### config.mk
export PLATFORM = sky130hd
export DESIGN_NAME = scanpat_gen
export DESIGN_NICKNAME = d
export VERILOG_FILES = /design/src/rtl/scanpat_pkg.sv /design/src/rtl/scanpat_cfg_ring.sv /design/src/rtl/scanpat_lfsr.sv /design/src/rtl/scanpat_lane.sv /design/src/rtl/scanpat_gen.sv
export SDC_FILE = /design/constraint.sdc
export NUM_CORES = 1
export LEC_CHECK = 0
export ABC_AREA = 1
export BUFFER_PORTS_ARGS = -buffer_cell sky130_fd_sc_hd__buf_2
export CORE_ASPECT_RATIO = 1.25
export CORE_MARGIN = 8
export CORE_UTILIZATION = 45
export DETAILED_ROUTE_END_ITERATION = 8
export GPL_TIMING_DRIVEN = 1
export RECOVER_POWER = 25
export SETUP_SLACK_MARGIN = 0.4
export SYNTH_ARGS = -nofsm -noshare
export SYNTH_HDL_FRONTEND = slang
export SYNTH_SLANG_ARGS = --single-unit
### constraint.sdc
create_clock -name clk -period 3.84 [get_ports clk]
set_clock_uncertainty 0.15 [all_clocks]
set_input_delay 0.96 -clock clk [delete_from_list [all_inputs] [get_ports clk]]
set_output_delay 0.96 -clock clk [all_outputs]
set_load 0.03 [all_outputs]
### src/rtl/scanpat_pkg.sv
package scanpat_pkg;
  typedef enum logic [1:0] {
    WT_HALF    = 2'b00,
    WT_QUARTER = 2'b01,
    WT_3QUART  = 2'b10,
    WT_EIGHTH  = 2'b11
  } wt_code_e;

  // first tap of stream j for channel c
  function automatic int tap_lo(input int c, input int j);
    return 3 * c + j;
  endfunction

  // partner tap of the same stream
  function automatic int tap_hi(input int c, input int j, input int skew, input int width);
    return (3 * c + j + skew) % width;
  endfunction
endpackage

### src/rtl/scanpat_cfg_ring.sv
module scanpat_cfg_ring #(
  parameter int STATE_W  = 32,
  parameter int CHANNELS = 8
) (
  input  logic                    clk,
  input  logic                    rst,
  input  logic                    cfg_shift,
  input  logic                    cfg_bit,
  output logic                    apply,
  output logic [STATE_W-1:0]      seed_img,
  output logic [2*CHANNELS-1:0]   wt_act,
  output logic [CHANNELS-1:0]     en_act
);
  localparam int WT_BASE = STATE_W;
  localparam int EN_BASE = STATE_W + 2 * CHANNELS;
  localparam int RING_W  = EN_BASE + CHANNELS;

  logic [RING_W-1:0] ring;
  logic              shift_q;

  assign apply    = shift_q && !cfg_shift;
  assign seed_img = ring[STATE_W-1:0];

  always_ff @(posedge clk) begin
    if (rst) begin
      ring    <= '0;
      shift_q <= 1'b0;
    end else begin
      shift_q <= cfg_shift;
      if (cfg_shift) ring <= {ring[RING_W-2:0], cfg_bit};
    end
  end

  always_ff @(posedge clk) begin
    if (rst) begin
      wt_act <= '0;
      en_act <= '0;
    end else if (apply) begin
      wt_act <= ring[WT_BASE +: 2*CHANNELS];
      en_act <= ring[EN_BASE +: CHANNELS];
    end
  end
endmodule

### src/rtl/scanpat_lfsr.sv
module scanpat_lfsr #(
  parameter int               STATE_W    = 32,
  parameter logic [STATE_W-1:0] TAP_MASK   = 32'h8020_0003,
  parameter logic [STATE_W-1:0] RESET_SEED = 32'hACE1_2468,
  parameter logic [STATE_W-1:0] ZERO_SUB   = 32'h0000_0001
) (
  input  logic               clk,
  input  logic               rst,
  input  logic               step,
  input  logic               cfg_shift,
  input  logic               apply,
  input  logic [STATE_W-1:0] seed_in,
  output logic [STATE_W-1:0] state
);
  logic fb;
  assign fb = ^(state & TAP_MASK);

  always_ff @(posedge clk) begin
    if (rst) begin
      state <= RESET_SEED;
    end else if (apply) begin
      state <= (seed_in == '0) ? ZERO_SUB : seed_in;
    end else if (step && !cfg_shift) begin
      state <= {state[STATE_W-2:0], fb};
    end
  end
endmodule

### src/rtl/scanpat_lane.sv
module scanpat_lane
  import scanpat_pkg::*;
#(
  parameter int STATE_W = 32,
  parameter int CH_IDX  = 0,
  parameter int SKEW    = 13
) (
  input  logic [STATE_W-1:0] state,
  input  logic [1:0]         wcode,
  input  logic               enable,
  output logic               bit_out
);
  logic [2:0] strm;
  logic       weighted;

  for (genvar j = 0; j < 3; j++) begin : g_strm
    localparam int LO = tap_lo(CH_IDX, j);
    localparam int HI = tap_hi(CH_IDX, j, SKEW, STATE_W);
    assign strm[j] = state[LO] ^ state[HI];
  end

  always_comb begin
    case (wt_code_e'(wcode))
      WT_HALF:    weighted = strm[0];
      WT_QUARTER: weighted = strm[0] & strm[1];
      WT_3QUART:  weighted = strm[0] | strm[1];
      default:    weighted = &strm;
    endcase
  end

  assign bit_out = enable & weighted;
endmodule

### src/rtl/scanpat_gen.sv
module scanpat_gen #(
  parameter int                 CHANNELS   = 8,
  parameter int                 STATE_W    = 32,
  parameter int                 SKEW       = 13,
  parameter logic [STATE_W-1:0] TAP_MASK   = 32'h8020_0003,
  parameter logic [STATE_W-1:0] RESET_SEED = 32'hACE1_2468,
  parameter logic [STATE_W-1:0] ZERO_SUB   = 32'h0000_0001
) (
  input  logic                clk,
  input  logic                rst,
  input  logic                step,
  input  logic                cfg_shift,
  input  logic                cfg_bit,
  output logic [CHANNELS-1:0] chan_out
);
  logic                  apply;
  logic [STATE_W-1:0]    seed_img;
  logic [2*CHANNELS-1:0] wt_act;
  logic [CHANNELS-1:0]   en_act;
  logic [STATE_W-1:0]    lfsr_state;
  logic [CHANNELS-1:0]   lane_bits;

  scanpat_cfg_ring #(.STATE_W(STATE_W), .CHANNELS(CHANNELS)) u_ring (
    .clk(clk), .rst(rst), .cfg_shift(cfg_shift), .cfg_bit(cfg_bit),
    .apply(apply), .seed_img(seed_img), .wt_act(wt_act), .en_act(en_act)
  );

  scanpat_lfsr #(
    .STATE_W(STATE_W), .TAP_MASK(TAP_MASK),
    .RESET_SEED(RESET_SEED), .ZERO_SUB(ZERO_SUB)
  ) u_lfsr (
    .clk(clk), .rst(rst), .step(step), .cfg_shift(cfg_shift),
    .apply(apply), .seed_in(seed_img), .state(lfsr_state)
  );

  for (genvar c = 0; c < CHANNELS; c++) begin : g_lane
    scanpat_lane #(.STATE_W(STATE_W), .CH_IDX(c), .SKEW(SKEW)) u_lane (
      .state(lfsr_state), .wcode(wt_act[2*c +: 2]),
      .enable(en_act[c]), .bit_out(lane_bits[c])
    );
  end

  always_ff @(posedge clk) begin
    if (rst) chan_out <= '0;
    else     chan_out <= lane_bits;
  end
endmodule

==> results of run 1 <==
==> power breakdown <==
part	internal [mW]	switching [mW]
clock network	1.20	0.535
registers	1.34	0.0678
logic	0.105	0.197
==> worst min-delay path, cell delays in order (launching register included) <==
cell	delay (ps)
sky130_fd_sc_hd__dfxtp_1	310
sky130_fd_sc_hd__nand2_1	60
sky130_fd_sc_hd__a21oi_1	40
==> metal layers <==
| metal | GRT usage (%) | up-vias | share of wire [%] |
|---|---|---|---|
| li1 | - | 2149 | - |
| met1 | 18.91 | 1986 | 46 |
| met2 | 29.09 | 47 | 51 |
| met3 | 4.344 | 9 | 2.6 |
| met4 | 4.826 | 0 | 0.85 |
| met5 | 0 | - | 0 |
==> placed cells by master, fill, tap and decap left out, types with 7 or more instances in the layout <==
| cell | n |
|---|---|
| sky130_fd_sc_hd__inv_1 | 46 |
| sky130_fd_sc_hd__dfxtp_1 | 121 |
| sky130_fd_sc_hd__o21ai_1 | 7 |
| sky130_fd_sc_hd__a21oi_1 | 84 |
| sky130_fd_sc_hd__xor2_1 | 15 |
| sky130_fd_sc_hd__nand2_1 | 103 |
| sky130_fd_sc_hd__clkbuf_1 | 7 |
| sky130_fd_sc_hd__nor2_1 | 92 |
| sky130_fd_sc_hd__clkbuf_16 | 17 |
| sky130_fd_sc_hd__a221oi_2 | 21 |
| sky130_fd_sc_hd__buf_2 | 11 |
| sky130_fd_sc_hd__o21ai_0 | 101 |
==> worst max path at each step <==
stage	slack (ps)	from	to	cells after the start
after global routing	790	cfg_shift	u_ring.ring[53]$_SDFFE_PP0P_	5
after CTS	1170	step	u_lfsr.state[27]$_SDFFE_PP1P_	5
after detailed placement	770	step	u_lfsr.state[23]$_SDFFE_PP1P_	5
after floorplan	1870	cfg_shift	u_lfsr.state[12]$_SDFFE_PP0P_	7
final	980	cfg_shift	u_ring.ring[34]$_SDFFE_PP0P_	5
after global placement	800	step	u_lfsr.state[27]$_SDFFE_PP1P_	5
==> area by class of cell <==
cell class	instances	area (µm²)
well taps	135	168.9
fillers	1054	5309
repair buffers	19	103.9
clock inverters	8	165.2
clock buffers	24	481.7
inverters	49	186.4
flip-flops and latches	121	2422
multi-input cells	436	2246
==> stage by stage <==
| step | cell area [µm²] | hold slack (ps) | setup WS (ps) |
|---|---|---|---|
| floorplan | 5117 | 266.9 | 1866 |
| global placement | 5137 | 296.2 | 802.4 |
| detailed placement | 5137 | 278.9 | 772.9 |
| CTS | 5784 | 297.1 | 1166 |
| global route | 5774 | 313.5 | 788.0 |
| finish | 5774 | 300.0 | 977.1 |
==> flip-flops by register name, summed over array words and instances, names as in the netlist <==
signal          cells
chan_out            8
u_lfsr.state       32
u_ring.en_act       8
u_ring.ring        56
u_ring.shift_q      1
u_ring.wt_act      16
==> cells by family (layout without fill, tap and decap cells) <==
group                     after synthesis  count (layout)  synth area share, %
buffers and inverters                  93             100                8.777
AOI/OAI and AO/OA                     218             218                25.87
and+or+nand+nor                       201             201                15.11
DFF                                   121             121                47.33
xor gates and xnor gates               17              17                2.910
==> impl_metrics.env, run 1 <==
export IMPL_outcome="finished with violations"
export IMPL_violated_checks="capacitance limit, slew limit"
export IMPL_worst_slew_pin_transition_ps=1717
export IMPL_num_rows=43
export IMPL_first_pass_grt_wire_length_um=20220
export IMPL_synth_cells=650
export IMPL_setup_viol=0
export IMPL_post_cts_repair_setup_buffers=0
export IMPL_leakage_power_nw=2.319
export IMPL_drive_above_1_share_pct=10.81
export IMPL_vdd_ir_drop_max_v=0.0003011
export IMPL_initial_drt_pass_iterations=5
export IMPL_ys_warnings_count=0
export IMPL_grt_pass1_vias=4078
export IMPL_grt_remaining_overflow=0
export IMPL_timing_critical_path_required_ps=4020
export IMPL_r2r_cells=4
export IMPL_worst_path_most_repeated_cell="sky130_fd_sc_hd__clkbuf_1"
export IMPL_cts_htree_levels=4
export IMPL_core_area_um2=11080
export IMPL_dominant_cell_by_count_in_the_synthesized_netlist="sky130_fd_sc_hd__dfxtp_1"
export IMPL_n_antenna_cell=0
export IMPL_unrepaired_setup_endpoints_after_global_routing="no"
export IMPL_worst_min_delay_path_class="reg2reg"
export IMPL_critical_path_buf_inv_count=3
export IMPL_timing_max_transition_violations_final=41
export IMPL_first_iter_violations=273
export IMPL_start_to_end_type_of_the_worst_setup_path="in2reg"
export IMPL_critical_path_endpoint_type="register"
export IMPL_wl_per_cell_um=15.33
export IMPL_routed_via_count=4191
export IMPL_worstHoldStart="u_ring.en_act[6]$_SDFFE_PP0P_"
export IMPL_routabilityCongestion=0.8212
export IMPL_worstHoldEndpoint="chan_out[6]$_SDFF_PP0_"
export IMPL_cp_cell_sequence="clkbuf_1, clkinvlp_2, clkbuf_1, o21ai_0, nor2_1"
export IMPL_totalPowerFinal_mw=3.443
export IMPL_avgSynthCellArea_um2=7.873
export IMPL_dieArea_um2=15060
export IMPL_timing_slew_headroom_pct=-14.49
export IMPL_setup_tns_final_ps=0
export IMPL_clock_sinks=121
export IMPL_reg2reg_from="u_ring.shift_q$_SDFF_PP0_"
export IMPL_synthesis_area_um2=5117
export IMPL_asyncSetResetFlopFracSynth_pct=0
export IMPL_synth_nets=655
export IMPL_critPathSlowestCell="sky130_fd_sc_hd__clkbuf_1"
export IMPL_yosys_area_top_type_share_pct=47.33
export IMPL_clock_latency_of_the_later_clocked_register_in_the_worst_skew_pair_ps=410
export IMPL_cts_root_buf="sky130_fd_sc_hd__clkbuf_16"
export IMPL_number_of_flops_mapped_to_enable_cells_by_yosys=0
export IMPL_die_y_um=135.2
export IMPL_grt_antenna_before_repair=0
export IMPL_clk_transition_reported_paths_ps=50
export IMPL_detail_route_vias_per_cell=5.292
export IMPL_maxClockFrequency_mhz=349.3
export IMPL_timing_critical_path_from_type="input pin"
export IMPL_ys_dominant_reg_cell="sky130_fd_sc_hd__dfxtp_1"
export IMPL_postCtsResizedCells=0
export IMPL_initial_core_util_pct=46.17
export IMPL_layout_worst_path_cycle_share_pct=74.55
export IMPL_cts_hold_buffers=0
export IMPL_worst_hold_path_num_cells=2
export IMPL_synth_seq_area_share_pct=47.33
export IMPL_r2r_slack_ps=1380
export IMPL_timing_critical_path_fanout_max=40
export IMPL_synthTopCellsByCount="sky130_fd_sc_hd__dfxtp_1 (121), sky130_fd_sc_hd__nand2_1 (103), sky130_fd_sc_hd__o21ai_0 (101)"
export IMPL_worst_path_dominant_cell_family="buffers and inverters"
export IMPL_global_route_usage_total_pct=16.41
export IMPL_hold_violations=0
export IMPL_tritoncts_clock_tree="done"
export IMPL_ffs_latches_synth=121
export IMPL_maximum_number_of_pins_on_one_net_before_global_route_repair=71
export IMPL_clk_path_buf_depth=2
export IMPL_die_w_um=111.4
export IMPL_finalCoreUtilization_pct=52.10
export IMPL_io_port_bufs=12
export IMPL_numPlacedInstances=760
export IMPL_nNetsFinal=649
export IMPL_areaGrowthSynthToFinish_pct=12.84
export IMPL_io_pins=13
export IMPL_antenna_violation_net_count_after_detailed_routing=0
export IMPL_instances_no_fill=792
export IMPL_endpoint_of_the_most_critical_register_to_register_path="u_lfsr.state[27]$_SDFFE_PP1P_"
export IMPL_ys_top_cells_by_area="sky130_fd_sc_hd__dfxtp_1 (47%), sky130_fd_sc_hd__o21ai_0 (9.9%), sky130_fd_sc_hd__a21oi_1 (8.2%)"
export IMPL_drt_total_wl_um=12140
export IMPL_max_cap_viol_count=1
export IMPL_critical_path_arrival_ps=3040
export IMPL_drc=0
export IMPL_power_density_nw_per_um2=596.3
export IMPL_hpwlAfterDp_um=7913
export IMPL_critPathMaxStageDelay_ps=1280
export IMPL_synth_lib_cells_used_distinct=29
export IMPL_synth_top_cell_by_area="sky130_fd_sc_hd__dfxtp_1"
export IMPL_timing_final_crit_period_ps=2863
export IMPL_cts_made_buffers=17
(Power assumes the default switching activity.)
==> run 2: changes to the inputs <==
- clock period: 3.84 -> 2.3 ns (I/O delays scaled with it)
==> impl_metrics.env, run 2 (synthesis gave the netlist of run 1 again) <==
export IMPL_outcome="complete, no violations"
export IMPL_timing_critical_path_from_type="register"
export IMPL_cts_htree_levels=4
export IMPL_timing_max_transition_violations_final=0
export IMPL_worst_min_delay_path_class="in2reg"
export IMPL_first_iter_violations=201
export IMPL_drt_total_wl_um=12050
export IMPL_io_port_bufs=12
export IMPL_top_register="u_ring.ring"
export IMPL_filler_cell_count=1062
export IMPL_dieArea_um2=15060
export IMPL_clk_transition_reported_paths_ps=50
export IMPL_finalInstanceArea_um2=5776
export IMPL_finalCoreUtilization_pct=52.11
export IMPL_reg2reg_from="u_ring.shift_q$_SDFF_PP0_"
export IMPL_timing_critical_path_required_ps=1570
export IMPL_timing_final_crit_period_ps=1635
export IMPL_cts_hold_buffers=0
export IMPL_clock_sinks=121
export IMPL_cts_root_buf="sky130_fd_sc_hd__clkbuf_16"
export IMPL_worst_path_dominant_cell_family="flip-flops"
export IMPL_placement_cell_area_um2=5210
export IMPL_drive_above_1_share_pct=11.82
export IMPL_start_to_end_type_of_the_worst_setup_path="reg2out"
export IMPL_layout_worst_path_cycle_share_pct=71.08
export IMPL_timing_critical_path_fanout_max=1
export IMPL_critPathSlowestCell="sky130_fd_sc_hd__dfxtp_1"
export IMPL_grt_pass1_vias=3874
export IMPL_post_cts_repair_setup_buffers=0
export IMPL_leakage_power_nw=2.331
export IMPL_max_cap_viol_count=0
export IMPL_timing_slew_headroom_pct=28.55
export IMPL_nNetsFinal=652
export IMPL_postCtsResizedCells=0
export IMPL_die_w_um=111.4
export IMPL_grt_antenna_before_repair=0
export IMPL_io_pins=13
export IMPL_maxClockFrequency_mhz=611.7
export IMPL_initial_core_util_pct=46.17
export IMPL_r2r_slack_ps=700
export IMPL_maximum_number_of_pins_on_one_net_before_global_route_repair=86
export IMPL_n_antenna_cell=0
export IMPL_power_density_nw_per_um2=932.5
export IMPL_largest_register_ffs=56
export IMPL_hpwlAfterDp_um=7749
export IMPL_tritoncts_clock_tree="done"
export IMPL_clk_path_buf_depth=2
export IMPL_unrepaired_setup_endpoints_after_global_routing="no"
export IMPL_detail_route_vias_per_cell=5.293
export IMPL_critical_path_buf_inv_count=1
export IMPL_cts_made_buffers=17
export IMPL_vdd_ir_drop_max_v=0.0004122
export IMPL_core_area_um2=11080
export IMPL_critical_path_arrival_ps=910
export IMPL_routabilityCongestion=0.8340
export IMPL_first_pass_grt_wire_length_um=19910
export IMPL_top_registers="u_ring.ring: 56 flops, u_lfsr.state: 32 flops, u_ring.wt_act: 16 flops"
export IMPL_wl_per_cell_um=15.15
export IMPL_layout_cells_most_common_list="sky130_fd_sc_hd__dfxtp_1 (121), sky130_fd_sc_hd__nand2_1 (103), sky130_fd_sc_hd__o21ai_0 (101)"
export IMPL_hold_violations=0
export IMPL_grt_remaining_overflow=0
export IMPL_startpoint="chan_out[1]$_SDFF_PP0_"
export IMPL_initial_drt_pass_iterations=4
export IMPL_worstHoldStart="cfg_bit"
export IMPL_setup_tns_final_ps=0
export IMPL_cp_cell_sequence="buf_2"
export IMPL_critical_path_endpoint_type="output port"
export IMPL_mostFrequentLayoutCell="sky130_fd_sc_hd__dfxtp_1"
export IMPL_die_y_um=135.2
export IMPL_antenna_violation_net_count_after_detailed_routing=0
export IMPL_drc=0
export IMPL_critPathMaxStageDelay_ps=310
export IMPL_setup_viol=0
export IMPL_routed_via_count=4208
export IMPL_areaGrowthSynthToFinish_pct=12.86
export IMPL_clock_latency_of_the_later_clocked_register_in_the_worst_skew_pair_ps=420
export IMPL_worst_slew_pin_transition_ps=1072
export IMPL_global_route_usage_total_pct=16.33
export IMPL_num_rows=43
run 2: power breakdown:
group          switching, mW  internal [mW]  total (mW)
Combinational          0.332          0.188       0.520
Clock                  0.911           1.61        2.53
Sequential             0.108           2.23        2.34
Total                   1.35           4.03        5.39
run 2: final cells by class:
| class | instances | area, µm² | area share, % |
|---|---|---|---|
| clock inverters | 8 | 67.56 | 1.170 |
| clock buffers | 24 | 501.7 | 8.687 |
| well taps | 135 | 168.9 | 2.925 |
| repair buffers | 22 | 181.4 | 3.141 |
| multi-input cells | 436 | 2246 | 38.89 |
| inverters | 49 | 187.7 | 3.250 |
| flip-flops and latches | 121 | 2422 | 41.94 |
run 2: through the flow:
stage / setup WS [ps] / cells / power, mW / hold WS [ps]
after floorplan: 710.9 / 650 / 2.771 / 266.9
after global placement: 381.4 / 763 / 2.891 / 294.1
after detailed placement: 331.5 / 763 / 2.902 / 288.1
after CTS: 639.5 / 795 / 5.427 / 294.1
after global routing: 578.6 / 795 / 5.613 / 318.2
final: 665.2 / 795 / 5.386 / 293.4
run 2: metal layers:
metal / track usage, % / wire, µm
met1: 19.37 / 5452
met3: 4.521 / 488
met5: 0 / 0
met2: 27.21 / 5902
met4: 6.830 / 202
run 2: worst paths after layout:
check / to / cells past startpoint
hold reg to reg: chan_out[0]$_SDFF_PP0_ / 2
setup / recovery: chan_out[1] / 1
setup reg to reg: u_lfsr.state[0]$_SDFFE_PP0P_ / 7
hold / removal: u_ring.ring[0]$_SDFFE_PP0P_ / 3
